==> src/rtl/irs_pkg.sv <==
package irs_pkg;

   typedef enum logic [2:0] {
      ST_IDLE,
      ST_PUSH_F,
      ST_PUSH_PC,
      ST_POP_PC,
      ST_POP_PC_D,
      ST_POP_F,
      ST_POP_F_D
   } irs_state_e;

   typedef enum logic [1:0] {
      SP_HOLD,
      SP_PUSH,
      SP_POP,
      SP_SET
   } sp_op_e;

endpackage

==> src/rtl/irs_irq_pick.sv <==
module irs_irq_pick #(
   parameter int NUM_IRQ    = 4,
   parameter int ADDR_W     = 16,
   parameter int VEC_BASE   = 0,
   parameter int VEC_STRIDE = 16,
   parameter bit LOW_FIRST  = 1'b1
) (
   input  logic [NUM_IRQ-1:0] req_i,
   input  logic [NUM_IRQ-1:0] en_i,
   output logic               hit_o,
   output logic [ADDR_W-1:0]  vec_o
);
   localparam int IDX_W = (NUM_IRQ > 1) ? $clog2(NUM_IRQ) : 1;

   logic [NUM_IRQ-1:0] live;
   logic [IDX_W-1:0]   sel;

   assign live  = req_i & en_i;
   assign hit_o = |live;

   generate
      if (LOW_FIRST) begin : g_low_first
         always_comb begin
            sel = '0;
            for (int i = NUM_IRQ - 1; i >= 0; i--) begin
               if (live[i]) sel = IDX_W'(i);
            end
         end
      end else begin : g_high_first
         always_comb begin
            sel = '0;
            for (int i = 0; i < NUM_IRQ; i++) begin
               if (live[i]) sel = IDX_W'(i);
            end
         end
      end
   endgenerate

   assign vec_o = ADDR_W'(VEC_BASE) + ADDR_W'(sel) * ADDR_W'(VEC_STRIDE);

endmodule

==> src/rtl/irs_stack_ptr.sv <==
module irs_stack_ptr
   import irs_pkg::*;
#(
   parameter int ADDR_W   = 16,
   parameter int STEP     = 2,
   parameter int SP_RESET = 'h1000
) (
   input  logic              clk_i,
   input  logic              rst_ni,
   input  sp_op_e            op_i,
   input  logic [ADDR_W-1:0] set_val_i,
   output logic [ADDR_W-1:0] sp_o
);
   localparam logic [ADDR_W-1:0] STEP_V  = ADDR_W'(STEP);
   localparam logic [ADDR_W-1:0] RESET_V = ADDR_W'(SP_RESET);

   logic [ADDR_W-1:0] sp_q;

   always_ff @(posedge clk_i) begin
      if (!rst_ni) begin
         sp_q <= RESET_V;
      end else begin
         unique case (op_i)
            SP_PUSH: sp_q <= sp_q - STEP_V;
            SP_POP:  sp_q <= sp_q + STEP_V;
            SP_SET:  sp_q <= set_val_i;
            default: sp_q <= sp_q;
         endcase
      end
   end

   assign sp_o = sp_q;

   AST_PUSH_DEC: assert property (@(posedge clk_i) disable iff (!rst_ni)
      op_i == SP_PUSH |=> sp_o == $past(sp_o) - STEP_V);
   AST_POP_INC: assert property (@(posedge clk_i) disable iff (!rst_ni)
      op_i == SP_POP |=> sp_o == $past(sp_o) + STEP_V);
   AST_SP_SET: assert property (@(posedge clk_i) disable iff (!rst_ni)
      op_i == SP_SET |=> sp_o == $past(set_val_i));

endmodule

==> src/rtl/irs_ctrl.sv <==
module irs_ctrl
   import irs_pkg::*;
#(
   parameter int ADDR_W = 16,
   parameter int DATA_W = 16,
   parameter int FLAG_W = 4
) (
   input  logic              clk_i,
   input  logic              rst_ni,
   input  logic              at_boundary_i,
   input  logic              irq_hit_i,
   input  logic [ADDR_W-1:0] irq_vec_i,
   input  logic              ret_i,
   input  logic              iret_i,
   input  logic              halt_i,
   input  logic              sp_wr_i,
   input  logic [ADDR_W-1:0] sp_wdata_i,
   input  logic [ADDR_W-1:0] pc_i,
   input  logic [FLAG_W-1:0] flags_i,
   input  logic [ADDR_W-1:0] sp_i,
   input  logic [DATA_W-1:0] mem_rdata_i,
   output sp_op_e            sp_op_o,
   output logic [ADDR_W-1:0] sp_set_o,
   output logic              mem_rd_o,
   output logic              mem_wr_o,
   output logic [ADDR_W-1:0] mem_addr_o,
   output logic [DATA_W-1:0] mem_wdata_o,
   output logic              pc_load_o,
   output logic [ADDR_W-1:0] pc_value_o,
   output logic              flags_load_o,
   output logic [FLAG_W-1:0] flags_value_o,
   output logic              halted_o,
   output logic              masked_o,
   output logic              busy_o,
   output logic              done_o
);
   irs_state_e        st_q, st_d;
   logic [ADDR_W-1:0] ret_q;
   logic [ADDR_W-1:0] vec_q;
   logic [FLAG_W-1:0] flags_q;
   logic [DATA_W-1:0] flags_word;
   logic              iret_q;
   logic              halted_q;
   logic              masked_q;
   logic              take_irq;
   logic              take_ret;
   logic              take_iret;

   generate
      if (FLAG_W < DATA_W) begin : g_flags_pad
         assign flags_word = {{(DATA_W - FLAG_W){1'b0}}, flags_q};
      end else begin : g_flags_full
         assign flags_word = flags_q;
      end
   endgenerate

   always_comb begin
      st_d          = st_q;
      sp_op_o       = SP_HOLD;
      take_irq      = 1'b0;
      take_ret      = 1'b0;
      take_iret     = 1'b0;
      mem_rd_o      = 1'b0;
      mem_wr_o      = 1'b0;
      mem_addr_o    = sp_i;
      mem_wdata_o   = '0;
      pc_load_o     = 1'b0;
      pc_value_o    = '0;
      flags_load_o  = 1'b0;
      flags_value_o = '0;
      done_o        = 1'b0;
      unique case (st_q)
         ST_IDLE: begin
            if (ret_i) begin
               take_ret = 1'b1;
               st_d     = ST_POP_PC;
            end else if (iret_i) begin
               take_iret = 1'b1;
               st_d      = ST_POP_PC;
            end else if (irq_hit_i && !masked_q && (at_boundary_i || halted_q)) begin
               take_irq = 1'b1;
               sp_op_o  = SP_PUSH;
               st_d     = ST_PUSH_F;
            end else if (sp_wr_i) begin
               sp_op_o = SP_SET;
            end
         end
         ST_PUSH_F: begin
            mem_wr_o    = 1'b1;
            mem_wdata_o = flags_word;
            sp_op_o     = SP_PUSH;
            st_d        = ST_PUSH_PC;
         end
         ST_PUSH_PC: begin
            mem_wr_o    = 1'b1;
            mem_wdata_o = DATA_W'(ret_q);
            pc_load_o   = 1'b1;
            pc_value_o  = vec_q;
            done_o      = 1'b1;
            st_d        = ST_IDLE;
         end
         ST_POP_PC: begin
            mem_rd_o = 1'b1;
            sp_op_o  = SP_POP;
            st_d     = ST_POP_PC_D;
         end
         ST_POP_PC_D: begin
            if (iret_q) begin
               st_d = ST_POP_F;
            end else begin
               pc_load_o  = 1'b1;
               pc_value_o = mem_rdata_i[ADDR_W-1:0];
               done_o     = 1'b1;
               st_d       = ST_IDLE;
            end
         end
         ST_POP_F: begin
            mem_rd_o = 1'b1;
            sp_op_o  = SP_POP;
            st_d     = ST_POP_F_D;
         end
         ST_POP_F_D: begin
            flags_load_o  = 1'b1;
            flags_value_o = mem_rdata_i[FLAG_W-1:0];
            pc_load_o     = 1'b1;
            pc_value_o    = ret_q;
            done_o        = 1'b1;
            st_d          = ST_IDLE;
         end
         default: st_d = ST_IDLE;
      endcase
   end

   always_ff @(posedge clk_i) begin
      if (!rst_ni) begin
         st_q     <= ST_IDLE;
         ret_q    <= '0;
         vec_q    <= '0;
         flags_q  <= '0;
         iret_q   <= 1'b0;
         halted_q <= 1'b0;
         masked_q <= 1'b0;
      end else begin
         st_q <= st_d;
         if (take_irq) begin
            ret_q    <= pc_i;
            vec_q    <= irq_vec_i;
            flags_q  <= flags_i;
            masked_q <= 1'b1;
            halted_q <= 1'b0;
         end else if (st_q == ST_IDLE && halt_i) begin
            halted_q <= 1'b1;
         end
         if (take_ret)  iret_q <= 1'b0;
         if (take_iret) iret_q <= 1'b1;
         if (st_q == ST_POP_PC_D) ret_q <= mem_rdata_i[ADDR_W-1:0];
         if (st_q == ST_POP_F_D)  masked_q <= 1'b0;
      end
   end

   assign sp_set_o = sp_wdata_i;
   assign halted_o = halted_q;
   assign masked_o = masked_q;
   assign busy_o   = (st_q != ST_IDLE);

   AST_RW_EXCL: assert property (@(posedge clk_i) disable iff (!rst_ni)
      !(mem_rd_o && mem_wr_o));
   AST_DONE_PULSE: assert property (@(posedge clk_i) disable iff (!rst_ni)
      done_o |=> !done_o);
   AST_NO_NEST: assert property (@(posedge clk_i) disable iff (!rst_ni)
      (masked_o && st_q == ST_IDLE) |=> st_q != ST_PUSH_F);
   AST_HALT_EXIT: assert property (@(posedge clk_i) disable iff (!rst_ni)
      $fell(halted_o) |-> st_q == ST_PUSH_F);
   AST_IRET_UNMASK: assert property (@(posedge clk_i) disable iff (!rst_ni)
      flags_load_o |=> !masked_o);

endmodule

==> src/rtl/irq_return_seq.sv <==
module irq_return_seq
   import irs_pkg::*;
#(
   parameter int ADDR_W     = 16,
   parameter int DATA_W     = 16,
   parameter int FLAG_W     = 4,
   parameter int NUM_IRQ    = 4,
   parameter int VEC_BASE   = 0,
   parameter int VEC_STRIDE = 16,
   parameter int SP_RESET   = 'h1000,
   parameter bit LOW_FIRST  = 1'b1
) (
   input  logic               clk,
   input  logic               rst_n,
   input  logic               at_boundary,
   input  logic [NUM_IRQ-1:0] irq_req,
   input  logic [NUM_IRQ-1:0] irq_en,
   input  logic               ret_cmd,
   input  logic               iret_cmd,
   input  logic               halt_cmd,
   input  logic               sp_wr,
   input  logic [ADDR_W-1:0]  sp_wdata,
   input  logic [ADDR_W-1:0]  pc_in,
   input  logic [FLAG_W-1:0]  flags_in,
   output logic               mem_rd,
   output logic               mem_wr,
   output logic [ADDR_W-1:0]  mem_addr,
   output logic [DATA_W-1:0]  mem_wdata,
   input  logic [DATA_W-1:0]  mem_rdata,
   output logic               pc_load,
   output logic [ADDR_W-1:0]  pc_value,
   output logic               flags_load,
   output logic [FLAG_W-1:0]  flags_value,
   output logic [ADDR_W-1:0]  sp,
   output logic               halted,
   output logic               masked,
   output logic               busy,
   output logic               done
);
   localparam int STEP = DATA_W / 8;

   initial begin
      assert (DATA_W >= 8 && DATA_W % 8 == 0) else $fatal(1, "DATA_W must be whole bytes");
      assert (ADDR_W == DATA_W) else $fatal(1, "return address must fill one stack word");
      assert (FLAG_W >= 1 && FLAG_W <= DATA_W) else $fatal(1, "FLAG_W out of range");
      assert (NUM_IRQ >= 1) else $fatal(1, "NUM_IRQ must be at least 1");
      assert (VEC_STRIDE >= 2 * STEP) else $fatal(1, "vector slot too small for a jump");
   end

   logic              irq_hit;
   logic [ADDR_W-1:0] irq_vec;
   sp_op_e            sp_op;
   logic [ADDR_W-1:0] sp_set;

   irs_irq_pick #(
      .NUM_IRQ    (NUM_IRQ),
      .ADDR_W     (ADDR_W),
      .VEC_BASE   (VEC_BASE),
      .VEC_STRIDE (VEC_STRIDE),
      .LOW_FIRST  (LOW_FIRST)
   ) i_pick (
      .req_i (irq_req),
      .en_i  (irq_en),
      .hit_o (irq_hit),
      .vec_o (irq_vec)
   );

   irs_stack_ptr #(
      .ADDR_W   (ADDR_W),
      .STEP     (STEP),
      .SP_RESET (SP_RESET)
   ) i_sp (
      .clk_i     (clk),
      .rst_ni    (rst_n),
      .op_i      (sp_op),
      .set_val_i (sp_set),
      .sp_o      (sp)
   );

   irs_ctrl #(
      .ADDR_W (ADDR_W),
      .DATA_W (DATA_W),
      .FLAG_W (FLAG_W)
   ) i_ctrl (
      .clk_i         (clk),
      .rst_ni        (rst_n),
      .at_boundary_i (at_boundary),
      .irq_hit_i     (irq_hit),
      .irq_vec_i     (irq_vec),
      .ret_i         (ret_cmd),
      .iret_i        (iret_cmd),
      .halt_i        (halt_cmd),
      .sp_wr_i       (sp_wr),
      .sp_wdata_i    (sp_wdata),
      .pc_i          (pc_in),
      .flags_i       (flags_in),
      .sp_i          (sp),
      .mem_rdata_i   (mem_rdata),
      .sp_op_o       (sp_op),
      .sp_set_o      (sp_set),
      .mem_rd_o      (mem_rd),
      .mem_wr_o      (mem_wr),
      .mem_addr_o    (mem_addr),
      .mem_wdata_o   (mem_wdata),
      .pc_load_o     (pc_load),
      .pc_value_o    (pc_value),
      .flags_load_o  (flags_load),
      .flags_value_o (flags_value),
      .halted_o      (halted),
      .masked_o      (masked),
      .busy_o        (busy),
      .done_o        (done)
   );

endmodule

==> config.mk <==
export PLATFORM = sky130hd
export DESIGN_NAME = irq_return_seq
export DESIGN_NICKNAME = d
export VERILOG_FILES = /design/src/rtl/irs_pkg.sv /design/src/rtl/irs_irq_pick.sv /design/src/rtl/irs_stack_ptr.sv /design/src/rtl/irs_ctrl.sv /design/src/rtl/irq_return_seq.sv
export SDC_FILE = /design/constraint.sdc
export NUM_CORES = 1
export LEC_CHECK = 0
export BUFFER_PORTS_ARGS = -buffer_cell sky130_fd_sc_hd__buf_2
export CAP_MARGIN = 20
export CORE_ASPECT_RATIO = 0.8
export CORE_MARGIN = 2
export CORE_UTILIZATION = 46
export DETAILED_ROUTE_END_ITERATION = 12
export PLACE_DENSITY = 0.86
export SYNTH_ARGS = -nofsm -noshare
export SYNTH_HDL_FRONTEND = slang
export SYNTH_SLANG_ARGS = --single-unit
export TNS_END_PERCENT = 20
==> constraint.sdc <==
create_clock -name clk -period 4.2 [get_ports clk]
set_input_delay 0.63 -clock clk [delete_from_list [all_inputs] [get_ports clk]]
set_output_delay 0.63 -clock clk [all_outputs]
set_load 0.01 [all_outputs]
After elaboration in Yosys (flattened, before gate mapping). Index checks and enable logic that the tools add are counted.

Word-level logic and storage cells: 75. Output and inout bits: 76. Input port bits: 67. Register bits: 44.

Bitwise logic cells: 2. Equal/unequal tests: 10. Add/subtract/negate cells: 2. Muxes and demuxes: 37. Reductions and logical operators: 16.

Operators by type and width (count): $pmux W16 S3 (2); $mux W16 (3); $pmux W16 S2 (1); $add A16 B2 Y16 const B (1); $mux W2 (8); $sub A16 B2 Y16 const B (1); $mux W1 (15); $pmux W3 S5 (1); $mux W3 (4); $reduce_or A2 Y1 (5); $eq A3 B3 Y1 const B (3); $eq A3 B2 Y1 const B (2); $pmux W2 S3 (1); $reduce_bool A3 Y1 (2); $and A4 B4 Y4 (1); $eq A2 B2 Y1 const B (2); $mux W4 (1); $ne A4 B3 Y1 const B (1); $reduce_bool A2 Y1 (2); $reduce_or A4 Y1 (1); $eq A3 B1 Y1 const B (1); $logic_and A1 B1 Y1 (3); $logic_not A3 Y1 (1); $eq A2 B1 Y1 const B (1); other kinds (4) (4).

Logic depth before layout (Yosys ltp).
Depth in word-level cells: 10. Depth in mapped cells: 11. Depth with buffers taken out: 10.

Hierarchy. Synthesis repeated with hierarchy kept, for this count alone.

Cells, all modules: 538. Area total of the unflattened synthesis: 4083.9 um^2.

Modules (own cells, without submodules): irs_ctrl (area each 2397.3 um^2, sequential area each 840.8 um^2, cells each 324, instances 1); irs_stack_ptr (area each 1530.2 um^2, sequential area each 320.3 um^2, cells each 192, instances 1); irs_irq_pick (area each 156.4 um^2, sequential area each 0.0 um^2, cells each 22, instances 1).

Worst setup path after synthesis. Ideal clock, no wire load.

Path type: flip-flop to flip-flop. Start point: reg i_ctrl.st_q[1]. End point: reg i_sp.sp_q[15] (netlist: i_sp.sp_o[15]). Slack: 1.247 ns. Path buffers: 1. Setup time: 0.116 ns. Data required time: 4.084 ns. Period minus slack after synthesis: 2.953 ns. Stages on the path, launching flop included: 11. Arrival: 2.837 ns. Cells stage by stage: dfxtp_1 > buf_6 > xor2_1 > nand2_1 > ha_1 > a21o_1 > a21oi_2 > a21oi_2 > o32ai_2 > mux4_2 > o211a_1.

Cells in the longest elaborated chain, start to end: 5. Elaborated cells on any way between the ends: 11. Those cells by class: eq/ne (6); mux (2); reduce/logical (3).

RTL lines: from (decl) (line irs_ctrl.sv:37) `irs_state_e st_q, st_d;`; from (signal assigned) (line irs_ctrl.sv:144) `st_q <= st_d;`; $eq A3 B2 Y1 / $eq A3 B3 Y1 (equally long branches) (line irs_ctrl.sv:72) `unique case (st_q)`; $reduce_or A2 Y1 (no line); $pmux W2 S3 * (line irs_ctrl.sv:72); $eq A2 B2 Y1 / $eq A2 B1 Y1 (equally long branches) (line irs_stack_ptr.sv:23) `unique case (op_i)`; $pmux W16 S3 / $reduce_bool A3 Y1 (equally long branches); to (signal assigned) (line irs_stack_ptr.sv:24) `SP_PUSH: sp_q <= sp_q - STEP_V;`; to (signal assigned) (line irs_stack_ptr.sv:25) `SP_POP: sp_q <= sp_q + STEP_V;`; to (signal assigned) (line irs_stack_ptr.sv:26) `SP_SET: sp_q <= set_val_i;`; to (decl) (line irs_stack_ptr.sv:17) `logic [ADDR_W-1:0] sp_q;`.

Mark *: on every way between the ends. The rest lies on a longest branch, timed or not. A chain may end at the register's enable or synchronous reset.

Final worst setup path. Same ends and word-level chain as after synthesis.

==> reports/qor.csv <==
metric,value,unit
Detail Route Antenna Nets,0,
fmax,0.304,GHz
MaxCap Viol Count,0,
DR pass1 iterations,5,
share of cells above drive strength 1,0.339,
Worst Setup SP,i_ctrl.st_q[1],
Mapped Area,3170,µm²
Worst VDD drop,0.213,mV
Slew @ Worst Pin,0.870,ns
Syn Nets,466,
CP endpoint kind,flop,
die width,96.7,µm
startpoint types,flop,
H-tree depth,2,
initial antenna violation count,0,
pwr dens,419,nW/µm²
starting density of the core,0.469,
start of the worst register-to-register path,i_ctrl.st_q[1],
setup TNS,0,ns
final setup fails,0,
CTS buffer count,5,
Post-Synthesis Cells,385,
post-synthesis register bit count,44,
clock root buffer,clkbuf_8,
Vias,3292,
status,finished clean,
Vias/cell,5.60,
Setup Skew,0.0111,ns
Final Instance Area,3920,µm²
post-synthesis mux area share,0.0830,
DP Area,3770,µm²
Mapped Avg Cell Area,8.22,µm²
routability cong.,0.886,
Max-slew headroom,0.419,
"commonest non-fill, non-tap cell in the layout",buf_2,
unrepaired setup endpoints after global routing,no,
Reg2Reg Setup Slack,0.91,ns
Ports,143,
DRC,0,
"Cell Chain, Critical Path",xor2_1 > nand2_1 > buf_4 > ha_1 > a21o_1 > a211o_1 > o32ai_2 > mux4_2 > o211a_1,
die area,7560,µm²
Leak,1.98,nW
post-layout min period,3.29,ns
area delta synth->final,23.7,%
Synth Area in Adders,0.0577,
DP Wirelength,6570,µm
Post-synth ARST share,0,
Synth Area in XOR/XNOR,0.0166,
first-pass GRT wire length,14600,µm
Post-CTS Setup Inserts,0,
most frequent cells in the layout,"buf_2 (142), nor2_1 (44), dfxtp_1 (44)",
final net count,581,
Total Wirelength,8890,µm
CTS sink cnt,44,
Rows,27,
final hold viol count,0,
CTS tree,yes,
Crit path required time,4.40,ns
hold path start,i_sp.sp_o[0],
hold crit path type,flop to flop,
number of synthesized flops with an enable pin,0,
total gr overflow,0,
"Clk pin slew, worst setup/hold paths",0.09,ns
Worst-Skew Late Latency,0.31,ns
"Primary FF master, synth",dfxtp_1,
register area share after synthesis,0.278,
Die Height,78.2,µm
Clock Tree Buf Depth,2,
Yosys cell types,56,
ANT cells,0,
Placeable Area,6760,µm²
yosys warns,0,
Compound-Gate Fraction of Synth Area,0.262,
CP max FO,13,
Post-Synth Simple-Gate Area,0.208,
Hold Buf Count CTS,0,
Worst path slowest cell,dfxtp_1,
Port Buf Inserts,142,
vias in the first global route,3138,
total track usage,0.227,
Post-CTS Resized,0,
largest stage delay on the critical path,0.61,ns
total power,1.64,mW
R2R cell count,9,
Iteration-0 DRC Markers,219,
wire length per cell,15.1,µm
RR Endpoint,i_sp.sp_o[15],
final worst-path cycle share,0.784,
worst setup path end,i_sp.sp_o[15],
Crit Path Category,flop to flop,
largest net degree at the start of global routing,34,
Pins Over Slew Limit,0,
largest family of logic cells by synthesized area,compound AO/OA/AOI/OAI gates,
crit path DAT,3.50,ns
## final cells by class
class,instances,area (µm²)
clock inverters,3,42.5
flip-flops and latches,44,881
clock buffers,5,68.8
repair buffers,149,787
fillers,621,2840
well taps,87,109
multi-input cells,288,1980
inverters,12,45.0
## worst max-delay path, delay by kind of cell, from the launching register on
family | cells | cell delay, ns
AOI/OAI and AO/OA | 4 | 0.87
DFF | 1 | 0.61
muxes | 1 | 0.53
adders and majority gates | 1 | 0.34
and+or+nand+nor | 1 | 0.33
buffers and inverters | 1 | 0.31
xor gates and xnor gates | 1 | 0.19
## Yosys cell counts (7+ instances only)
| cell type | count | area, µm² |
|---|---|---|
| and3_1 | 16 | 100 |
| ha_1 | 13 | 163 |
| a211oi_1 | 17 | 128 |
| inv_1 | 12 | 45.0 |
| a21oi_1 | 17 | 85.1 |
| nor2_1 | 44 | 165 |
| a21o_1 | 9 | 67.6 |
| buf_4 | 20 | 150 |
| dfxtp_1 | 44 | 881 |
| a22o_1 | 16 | 140 |
| nand2_1 | 32 | 120 |
| o21ai_0 | 12 | 60.1 |
| mux2i_1 | 24 | 240 |
| clkbuf_1 | 14 | 52.6 |
| nand3_1 | 8 | 40.0 |
| a31oi_1 | 7 | 43.8 |
## registers in the layout (all words and copies together), names as in the netlist
| name | cells |
|---|---|
| i_ctrl.ret_q | 16 |
| i_ctrl.halted_o | 1 |
| i_ctrl.st_q | 3 |
| i_ctrl.flags_q | 4 |
| i_ctrl.vec_q | 2 |
| i_sp.sp_o | 16 |
| i_ctrl.masked_o | 1 |
| i_ctrl.iret_q | 1 |
## worst min path at each step
stage,to,slack [ns],cells past startpoint
5_1_grt,i_sp.sp_o[0],0.51,2
2_1_floorplan,i_ctrl.vec_q[5],0.45,2
4_1_cts,i_sp.sp_o[0],0.49,2
3_5_place_dp,i_sp.sp_o[0],0.47,2
6_report,i_sp.sp_o[0],0.48,2
3_3_place_gp,i_sp.sp_o[0],0.47,2
## power breakdown
part / internal [mW] / leakage (nW) / switching (mW) / total (mW)
Combinational: 0.354 / 1.57 / 0.431 / 0.785
Clock: 0.176 / 0.0541 / 0.159 / 0.336
Sequential: 0.470 / 0.360 / 0.0522 / 0.522
## routing by layer
layer / vias up / wire, µm / share of wire / GRT usage
li1: 1632 / - / - / -
met1: 1537 / 3990 / 0.45 / 0.305
met2: 112 / 4260 / 0.48 / 0.378
met3: 11 / 548 / 0.062 / 0.0436
met4: 0 / 89 / 0.010 / 0.0563
met5: - / 0 / 0 / 0
## cell families after synthesis
| group | after synthesis |
|---|---|
| xor+xnor | 6 |
| simple gates | 131 |
| buf+inv | 53 |
| compound gates | 112 |
| flops | 44 |
| fa+ha+maj | 14 |
| mux | 25 |
## metrics by stage
stage | hold slack (ns) | util | std cells | worst slack, ns
after CTS | 0.488 | 0.574 | 586 | 0.904
final | 0.483 | 0.580 | 588 | 0.907
after floorplan | 0.449 | - | 385 | 1.25
after global placement | 0.466 | 0.556 | 577 | 1.03
after detailed placement | 0.475 | 0.558 | 578 | 0.930
after global routing | 0.513 | 0.580 | 588 | 0.696
No activity file was read; power rests on OpenSTA's default activity.
